File: config.mk
export PLATFORM = sky130hd
export DESIGN_NAME = can_rx_matcher
export DESIGN_NICKNAME = d
export VERILOG_FILES = /design/src/rtl/can_mb_pkg.sv /design/src/rtl/can_mb_cmp.sv /design/src/rtl/can_mb_pick.sv /design/src/rtl/can_rx_matcher.sv
export SDC_FILE = /design/constraint.sdc
export NUM_CORES = 1
export LEC_CHECK = 0
export BUFFER_PORTS_ARGS = -buffer_cell sky130_fd_sc_hd__buf_2
export CAP_MARGIN = 15
export CORE_AREA = 5 5 176 178
export CTS_BUF_LIST = sky130_fd_sc_hd__clkbuf_4 sky130_fd_sc_hd__clkbuf_8
export DETAILED_ROUTE_END_ITERATION = 12
export DIE_AREA = 0 0 181 183
export PLACE_DENSITY = 0.49
export SYNTH_ARGS = -nofsm -noshare
export SYNTH_HDL_FRONTEND = slang
export SYNTH_SLANG_ARGS = --single-unit
File: constraint.sdc
create_clock -name clk -period 2.6 [get_ports clk]
set_input_delay 0.26 -clock clk [delete_from_list [all_inputs] [get_ports clk]]
set_output_delay 0.26 -clock clk [all_outputs]
set_load 0.05 [all_outputs]
File: src/rtl/can_mb_pkg.sv
package can_mb_pkg;
  typedef enum logic [1:0] {
    MB_INACTIVE = 2'd0,
    MB_EMPTY    = 2'd1,
    MB_FULL     = 2'd2,
    MB_OVERRUN  = 2'd3
  } mb_code_e;
endpackage

File: src/rtl/can_mb_cmp.sv
// Parallel identifier compare: one lane per message buffer.
module can_mb_cmp
  import can_mb_pkg::*;
#(
  parameter int NUM_MB = 16,
  parameter int ID_W   = 11,
  parameter int LAST_W = 6
) (
  input  logic [ID_W-1:0]        rx_id,
  input  logic                   indiv_mode,
  input  logic [LAST_W-1:0]      last_mb,
  input  logic [ID_W-1:0]        glb_mask,
  input  logic [ID_W-1:0]        ded_mask_a,
  input  logic [ID_W-1:0]        ded_mask_b,
  input  logic [NUM_MB*ID_W-1:0] mb_id,
  input  logic [NUM_MB*ID_W-1:0] mb_mask,
  input  logic [NUM_MB*2-1:0]    mb_code,
  output logic [NUM_MB-1:0]      hit,
  output logic [NUM_MB-1:0]      empty
);
  for (genvar i = 0; i < NUM_MB; i++) begin : g_lane
    logic [ID_W-1:0] shared_m;
    logic [ID_W-1:0] use_m;
    logic [1:0]      code;
    logic            active;

    // buffers 14 and 15 carry dedicated masks in shared mode
    if (i == 14) begin : g_ded_a
      assign shared_m = ded_mask_a;
    end else if (i == 15) begin : g_ded_b
      assign shared_m = ded_mask_b;
    end else begin : g_glb
      assign shared_m = glb_mask;
    end

    assign use_m  = indiv_mode ? mb_mask[i*ID_W +: ID_W] : shared_m;
    assign code   = mb_code[2*i +: 2];
    assign active = (code != MB_INACTIVE) && (32'(i) <= 32'(last_mb));
    assign hit[i] = active && (((rx_id ^ mb_id[i*ID_W +: ID_W]) & use_m) == '0);
    assign empty[i] = (code == MB_EMPTY);
  end
endmodule

File: src/rtl/can_mb_pick.sv
// Selects the destination buffer and new status code from the hit vectors.
module can_mb_pick
  import can_mb_pkg::*;
#(
  parameter int NUM_MB = 16,
  parameter int IDX_W  = 4
) (
  input  logic [NUM_MB-1:0] hit,
  input  logic [NUM_MB-1:0] empty,
  input  logic              indiv_mode,
  output logic              found,
  output logic [IDX_W-1:0]  idx,
  output mb_code_e          code
);
  logic [NUM_MB-1:0] hit_empty;
  logic [IDX_W-1:0]  first_hit;
  logic [IDX_W-1:0]  first_free;
  logic [IDX_W-1:0]  last_hit;

  assign hit_empty = hit & empty;
  assign found     = |hit;

  always_comb begin
    first_hit  = '0;
    first_free = '0;
    last_hit   = '0;
    for (int i = NUM_MB - 1; i >= 0; i--) begin
      if (hit[i])       first_hit  = IDX_W'(i);
      if (hit_empty[i]) first_free = IDX_W'(i);
    end
    for (int i = 0; i < NUM_MB; i++) begin
      if (hit[i]) last_hit = IDX_W'(i);
    end
  end

  always_comb begin
    if (!indiv_mode) begin
      idx  = first_hit;
      code = empty[first_hit] ? MB_FULL : MB_OVERRUN;
    end else if (|hit_empty) begin
      idx  = first_free;
      code = MB_FULL;
    end else begin
      idx  = last_hit;
      code = MB_OVERRUN;
    end
  end
endmodule

File: src/rtl/can_rx_matcher.sv
// Receive mailbox matcher: two register stages from strobe to write strobe.
module can_rx_matcher
  import can_mb_pkg::*;
#(
  parameter int NUM_MB = 16,
  parameter int ID_W   = 11,
  parameter int LAST_W = 6,
  localparam int IDX_W = (NUM_MB > 1) ? $clog2(NUM_MB) : 1
) (
  input  logic                   clk,
  input  logic                   rst,
  input  logic                   rx_valid,
  input  logic [ID_W-1:0]        rx_id,
  input  logic                   rx_self,
  input  logic                   indiv_mode,
  input  logic                   self_rx_dis,
  input  logic [LAST_W-1:0]      last_mb,
  input  logic [ID_W-1:0]        glb_mask,
  input  logic [ID_W-1:0]        ded_mask_a,
  input  logic [ID_W-1:0]        ded_mask_b,
  input  logic [NUM_MB*ID_W-1:0] mb_id,
  input  logic [NUM_MB*ID_W-1:0] mb_mask,
  input  logic [NUM_MB*2-1:0]    mb_code,
  output logic                   wr_en,
  output logic [IDX_W-1:0]       wr_idx,
  output logic [1:0]             wr_code,
  output logic [NUM_MB-1:0]      irq_flags
);
  logic [NUM_MB-1:0] hit_c, empty_c;
  logic [NUM_MB-1:0] s1_hit, s1_empty;
  logic              s1_valid, s1_indiv;
  logic              found_c;
  logic [IDX_W-1:0]  idx_c;
  mb_code_e          code_c;

  can_mb_cmp #(.NUM_MB(NUM_MB), .ID_W(ID_W), .LAST_W(LAST_W)) u_cmp (
    .rx_id(rx_id), .indiv_mode(indiv_mode), .last_mb(last_mb),
    .glb_mask(glb_mask), .ded_mask_a(ded_mask_a), .ded_mask_b(ded_mask_b),
    .mb_id(mb_id), .mb_mask(mb_mask), .mb_code(mb_code),
    .hit(hit_c), .empty(empty_c)
  );

  // stage 1: capture compare results, drop self-sent frames if asked
  always_ff @(posedge clk) begin
    if (rst) begin
      s1_valid <= 1'b0;
      s1_hit   <= '0;
      s1_empty <= '0;
      s1_indiv <= 1'b0;
    end else begin
      s1_valid <= rx_valid && !(rx_self && self_rx_dis);
      s1_hit   <= hit_c;
      s1_empty <= empty_c;
      s1_indiv <= indiv_mode;
    end
  end

  can_mb_pick #(.NUM_MB(NUM_MB), .IDX_W(IDX_W)) u_pick (
    .hit(s1_hit), .empty(s1_empty), .indiv_mode(s1_indiv),
    .found(found_c), .idx(idx_c), .code(code_c)
  );

  // stage 2: registered outputs
  always_ff @(posedge clk) begin
    if (rst) begin
      wr_en     <= 1'b0;
      wr_idx    <= '0;
      wr_code   <= 2'd0;
      irq_flags <= '0;
    end else begin
      wr_en     <= s1_valid && found_c;
      wr_idx    <= idx_c;
      wr_code   <= code_c;
      irq_flags <= (s1_valid && found_c) ? (NUM_MB'(1) << idx_c) : '0;
    end
  end
endmodule

# [Word-level counts from Yosys, hierarchy flattened]
# Index checks and enable logic that the tools add are counted.
[totals] register_bits=57 inputBits=440 word_cells=215
[op_classes] magnitude_cmp=16 eq_ne=16 n_shift=1 muxes=70 bitwise_logic=34 n_reduce_logical=70
[op_table] cell="11-bit AND" n=16
[op_table] cell="11-bit logical NOT" n=16
[op_table] cell="11-bit two-way mux" n=16
[op_table] cell="11-bit bitwise XOR" n=16
[op_table] cell="4-bit two-way mux" n=42
[op_table] cell="4-bit by 6-bit <= comparator with 1-bit output (first input constant)" n=8
[op_table] cell="1-bit logical AND" n=34
[op_table] cell="2-bit by 1-bit == test with 1-bit output (second input constant)" n=16
[op_table] cell="2-bit nonzero test" n=16
[op_table] cell="16-bit OR reduction" n=2
[op_table] cell="3-bit by 6-bit <= comparator with 1-bit output (first input constant)" n=4
[op_table] cell="16-bit AND" n=1
[op_table] cell="1-bit by 4-bit left shift with 16-bit output (first input constant)" n=1
[op_table] cell="2-bit by 6-bit <= comparator with 1-bit output (first input constant)" n=2
[op_table] cell="3-bit two-way mux" n=4
[op_table] cell="1-bit by 6-bit <= comparator with 1-bit output (first input constant)" n=1
[op_table] cell="2-bit two-way mux" n=3
[op_table] cell="4-bit by 5-bit < comparator with 1-bit output (second input constant)" n=1
[op_table] cell="1-bit binary-select mux with 4-bit select" n=1
[op_table] cell="1-bit two-way mux" n=4
[op_table] cell="2-bit OR reduction" n=1
[op_table] cell="1-bit logical NOT" n=1
[op_table] cell="1-bit inverter" n=1

# [Longest topological paths before layout]
[logic_depth] ltp_word=20 ltp_mapped=10 depth_no_buf=7

# [Hierarchy]
# A second synthesis with hierarchy kept.
[hier_totals] hier_cells=950 area_unflattened_um2=6592.6
[by_module_without_submodules] module="can_mb_cmp" n_inst=1 cells_per_inst=688 area_per_inst_um2=4224.1 seq_area_each_um2=0.0
[by_module_without_submodules] module="can_rx_matcher" n_inst=1 cells_per_inst=133 area_per_inst_um2=1599.0 seq_area_each_um2=1141.1
[by_module_without_submodules] module="can_mb_pick" n_inst=1 cells_per_inst=129 area_per_inst_um2=769.5 seq_area_each_um2=0.0

# [Worst setup path before layout]
# OpenSTA, ideal clock, no wires.
[synth_path] kind="register -> register" start="register s1_hit[2]" end="register wr_code[0]" setup_ns=0.137 t_arrival_ns=1.896 required_time_ns=2.463 path_slack_ns=0.566 path_stages_with_launch=9 path_buffers=1 period_less_slack_ns=2.034 path_cell_list="dfxtp_1 or3_4 a221oi_4 o41ai_4 and2_1 buf_6 mux2i_1 a211oi_1 a41oi_2"
[synth_via] elab_chain_cells=7 elab_cells_between_ends=10
[synth_rtl] item="start, declared" line="can_rx_matcher.sv:30" source="logic [NUM_MB-1:0] s1_hit, s1_empty;"
[synth_rtl] item="start signal, assigned" line="can_rx_matcher.sv:52" source="s1_hit <= hit_c;"
[synth_rtl] item="4-bit two-way mux (3 in series)" line="can_mb_pick.sv:28" source="if (hit[i]) first_hit = IDX_W'(i);"
[synth_rtl] item="1-bit binary-select mux with 4-bit select" line="can_mb_pick.sv:39" source="code = empty[first_hit] ? MB_FULL : MB_OVERRUN;"
[synth_rtl] item="1-bit two-way mux (not written as such)" line="can_mb_pick.sv:39"
[synth_rtl] item="1-bit two-way mux" line="can_mb_pick.sv:39"
[synth_rtl] item="2-bit two-way mux (*)" line="can_mb_pick.sv:37" source="if (!indiv_mode) begin"
[synth_rtl] item="end signal, assigned" line="can_rx_matcher.sv:73" source="wr_code <= code_c;"
[synth_rtl] item="end, declared" line="can_rx_matcher.sv:26" source="output logic [1:0] wr_code,"
# Mark *: on every way between the ends. The rest lies on a longest branch, timed or not. The select of a mux whose other input is x is not followed.
# A chain may end at the register's enable or synchronous reset.

# [Final worst setup path]
[layout_path] start="register s1_hit[14]" end="register irq_flags[10]"
[layout_via] elab_chain_cells=19 elab_cells_between_ends=41
[layout_rtl] item="16-bit AND" line="can_mb_pick.sv:20" source="assign hit_empty = hit & empty;"
[layout_rtl] item="4-bit two-way mux (15 in series)" line="can_mb_pick.sv:29" source="if (hit_empty[i]) first_free = IDX_W'(i);"
[layout_rtl] item="4-bit two-way mux" line="can_mb_pick.sv:40" source="end else if (|hit_empty) begin"
[layout_rtl] item="4-bit two-way mux" line="can_mb_pick.sv:37"
[layout_rtl] item="1-bit by 4-bit left shift with 16-bit output" line="can_rx_matcher.sv:74" source="irq_flags <= (s1_valid && found_c) ? (NUM_MB'(1) << idx_c) : '0;"
[layout_rtl] item="end signal, assigned" line="can_rx_matcher.sv:74"
[layout_rtl] item="end, declared" line="can_rx_matcher.sv:27" source="output logic [NUM_MB-1:0] irq_flags"
# Several ways; a longest one is shown, not always the timed one.

==> run_results.csv <==
group,metric,value,unit
drt,wirelength,45.5,mm
outcome,status,"finished clean",
synthesis,yosys.area.top_type,"xnor2_1",
clock_tree,htree_num_levels,3,
hold_path,whs_endpoint,"s1_empty[15]",
power_and_ir_drop,leakage,4.27,nW
placed_design,gp_routability_congestion,0.978,
synthesis,asyncSetResetFlopFracSynth,0,
finish,syn2layout_area_growth,48.8,%
setup_path,worstSetupEndpointType,"register",
job,timing.max_cap.violations,0,
synthesis,synthFlopType,"dfxtp_1",
synthesis,synth-compound-area-share,0.252,
power_and_ir_drop,vdd.ir_drop.worst,0.148,mV
drt,drt_pre_antenna_iters,5,
clock_tree,cts_setup_buffers,0,
placed_design,port_buffers,462,
setup_path,crit_type,"reg2reg",
sta,slew_headroom,0.394,
synthesis,synth_enable_flop_cells,0,
hold_path,hold_path.class,"in2reg",
grt,vias_in_the_first_global_route,8702,
setup_path,critPathArrivalTime,2570,ps
setup_path,crit_path_start_kind,"register",
synthesis,yosysTopAreaCellShare,0.236,
finish,final_layout_size_suffix_gt1_frac,0.403,
synthesis,post_synth_main_area_contributors,"xnor2_1 (24%), dfxtp_1 (18%), a21oi_1 (11%), nand2_1 (8.6%), mux2i_1 (3.7%)",
sta,fin_skew,7.56,ps
floorplanning,fp.dieArea,33100,um2
finish,nNetsFinal,1790,
synthesis,synth_cell_types,66,
synthesis,yosysMostFrequentCell,"xnor2_1",
floorplanning,rows,63,
floorplanning,floorplan.die.height,183,um
sta,maxSlewViolCount,0,
finish,fin_util,0.329,
grt,grt_pass1_wl,60.9,mm
floorplanning,chipWidth,181,um
clock_tree,tritoncts,"yes",
floorplanning,core_area,29200,um2
clock_tree,worstSkewPairLatency,340,ps
sta,final_hold_viol_count,0,
synthesis,synth.net_count,1344,
synthesis,avgSynthCellArea,7.15,um2
synthesis,yosys_warnings,0,
drt,vias_per_cell,4.95,
drt,detailedRoute.firstIterationViolations,659,
sta,timing.setup.tns,0,ps
sta,fin_crit_sh,0.892,
synthesis,portion_of_netlist_area_occupied_by_mux_cells,0.0372,
synthesis,synthAdderAreaFrac,0,
drt,route.antenna.remaining_nets,0,
floorplanning,floorplan.io_pins,463,
setup_path,timing.rr.start,"s1_hit[14]",
synthesis,synthesis.instances,904,
sta,worstMarginPinSlew,886,ps
setup_path,rr_worst_depth,7,
clock_tree,numCtsBuffers,9,
drt,wl_per_cell,25.8,um
sta,fmax,431,MHz
setup_path,reg2reg_slack,280,ps
synthesis,largest_family_of_logic_cells_by_synthesized_area,"compound AO/OA/AOI/OAI gates",
sta,timing.final.setup_violations,0,
setup_path,worst_reg2reg_path_endpoint,"irq_flags[10]",
hold_path,worstHoldPathCells,2,
grt,gr-usage-all-layers,0.253,
clock_tree,clock_tree.root_cell,"clkbuf_8",
setup_path,worst-path-max-fanout,8,
drt,drc,0,
synthesis,synth.cell_area,6460,um2
sta,unrepaired_setup_endpoints_after_global_routing,"false",
clock_tree,cts.sink_count,57,
hold_path,hold_path.startpoint,"mb_code[31]",
synthesis,post_synth_xor_area_fraction,0.239,
grt,global_route.overflow_total,0,
synthesis,post_synth_most_frequent_cells,"xnor2_1 (174), nand2_1 (148), a21oi_1 (145), dfxtp_1 (57), clkbuf_1 (40)",
clock_tree,clk_pin_slew_worst_paths,60,ps
synthesis,synth-seq-area-share,0.177,
drt,vias,8715,
clock_tree,cts-root-to-sink-buffers,2,
grt,antenna_violations_before_repair,28,
power_and_ir_drop,power.density,370,nW/um2
sta,layout_min_cycle_time,2320,ps
synthesis,synth-simple-area-share,0.250,
setup_path,crit_required,2850,ps
grt,largest_net_degree_at_the_start_of_global_routing,74,
placed_design,dp_hpwl,39.5,mm
floorplanning,initial_core_util,0.221,
synthesis,register_bit_total_from_synthesis,57,
worst max-delay path by stage:
| stage | startpoint | end | slack, ps | cells after the start |
|---|---|---|---|---|
| 3_3_place_gp | s1_indiv | irq_flags[0] | 190 | 7 |
| 3_5_place_dp | s1_indiv | irq_flags[12] | 120 | 7 |
| 5_1_grt | s1_indiv | irq_flags[4] | 50 | 7 |
| 2_1_floorplan | s1_hit[2] | wr_code[0] | 570 | 8 |
| 4_1_cts | s1_indiv | irq_flags[12] | 80 | 7 |
| 6_report | s1_hit[14] | irq_flags[10] | 280 | 7 |
logic make-up after synthesis:
group | count (synthesis)
simple gates | 323
compound gates | 254
xor+xnor | 176
buf+inv | 70
flops | 57
mux | 24
per-stage QoR:
step / power (mW) / std cells / area, um2 / setup WS (ps) / hold slack (ps)
global route: 3.74 / 1759 / 9610 / 51.9 / 80.4
floorplan: 1.85 / 904 / 6460 / 566 / 336
global placement: 2.63 / 1729 / 9340 / 190 / 440
CTS: 3.57 / 1745 / 9570 / 84.4 / 77.0
finish: 3.56 / 1761 / 9620 / 281 / 92.6
detailed placement: 2.62 / 1729 / 9340 / 119 / 444
cell usage in the layout (no fill, tap or decap), types with 3 or more instances in the layout:
master / n
a2111oi_0: 4
a21boi_0: 23
a21oi_1: 144
a22oi_1: 6
a31oi_1: 4
and3_1: 8
buf_12: 5
buf_2: 461
buf_4: 33
clkbuf_8: 14
dfxtp_1: 57
diode_2: 16
inv_1: 4
mux2i_1: 24
nand2_1: 148
nand2b_1: 13
nand3_1: 12
nand4_1: 3
nor2_1: 37
nor3_1: 15
nor3b_1: 17
nor4_1: 38
nor4_2: 6
o2111ai_1: 3
o211ai_1: 5
o21ai_0: 7
o221ai_1: 5
o22ai_1: 24
o31ai_1: 3
or4_1: 8
xnor2_1: 174
routing by layer:
layer / up-vias / share of wire / global-route usage
met1: 4062 / 0.39 / 0.305
met5: - / 0.0033 / 0
met3: 92 / 0.071 / 0.0607
met4: 24 / 0.034 / 0.0880
met2: 407 / 0.50 / 0.442
li1: 4130 / - / -
what timing repair did:
action                                  CTS  global route
endpoints found under the setup margin    0             8
hold buffers                              0             0
resized for setup                         0             2
power breakdown:
part / internal (mW) / switching [mW]
combinational: 0.737 / 0.954
sequential: 0.905 / 0.0311
clock: 0.585 / 0.351
final cells by class:
class / count / area, um2
Fill cell: 3299 / 19600
Multi-Input combinational cell: 777 / 5030
Timing Repair Buffer: 500 / 2670
Sequential cell: 57 / 1140
Tap cell: 390 / 488
Clock buffer: 15 / 200
Antenna cell: 16 / 40.0
Clock inverter: 1 / 30.0
Inverter: 5 / 18.8
sequential cells by signal (all words and copies together) (netlist names):
signal	flops
irq_flags	16
s1_empty	16
s1_hit	16
s1_indiv	1
s1_valid	1
wr_code	2
wr_en	1
wr_idx	4
critical path: stages, from the launching register on:
cell and delay, ps:
dfxtp_1 430, or2b_1 150, a221oi_2 70, o41ai_4 440, and2_1 430, nor2_4 70
a311o_2 420, nor4_2 230
No activity file was read; power rests on OpenSTA's default activity.
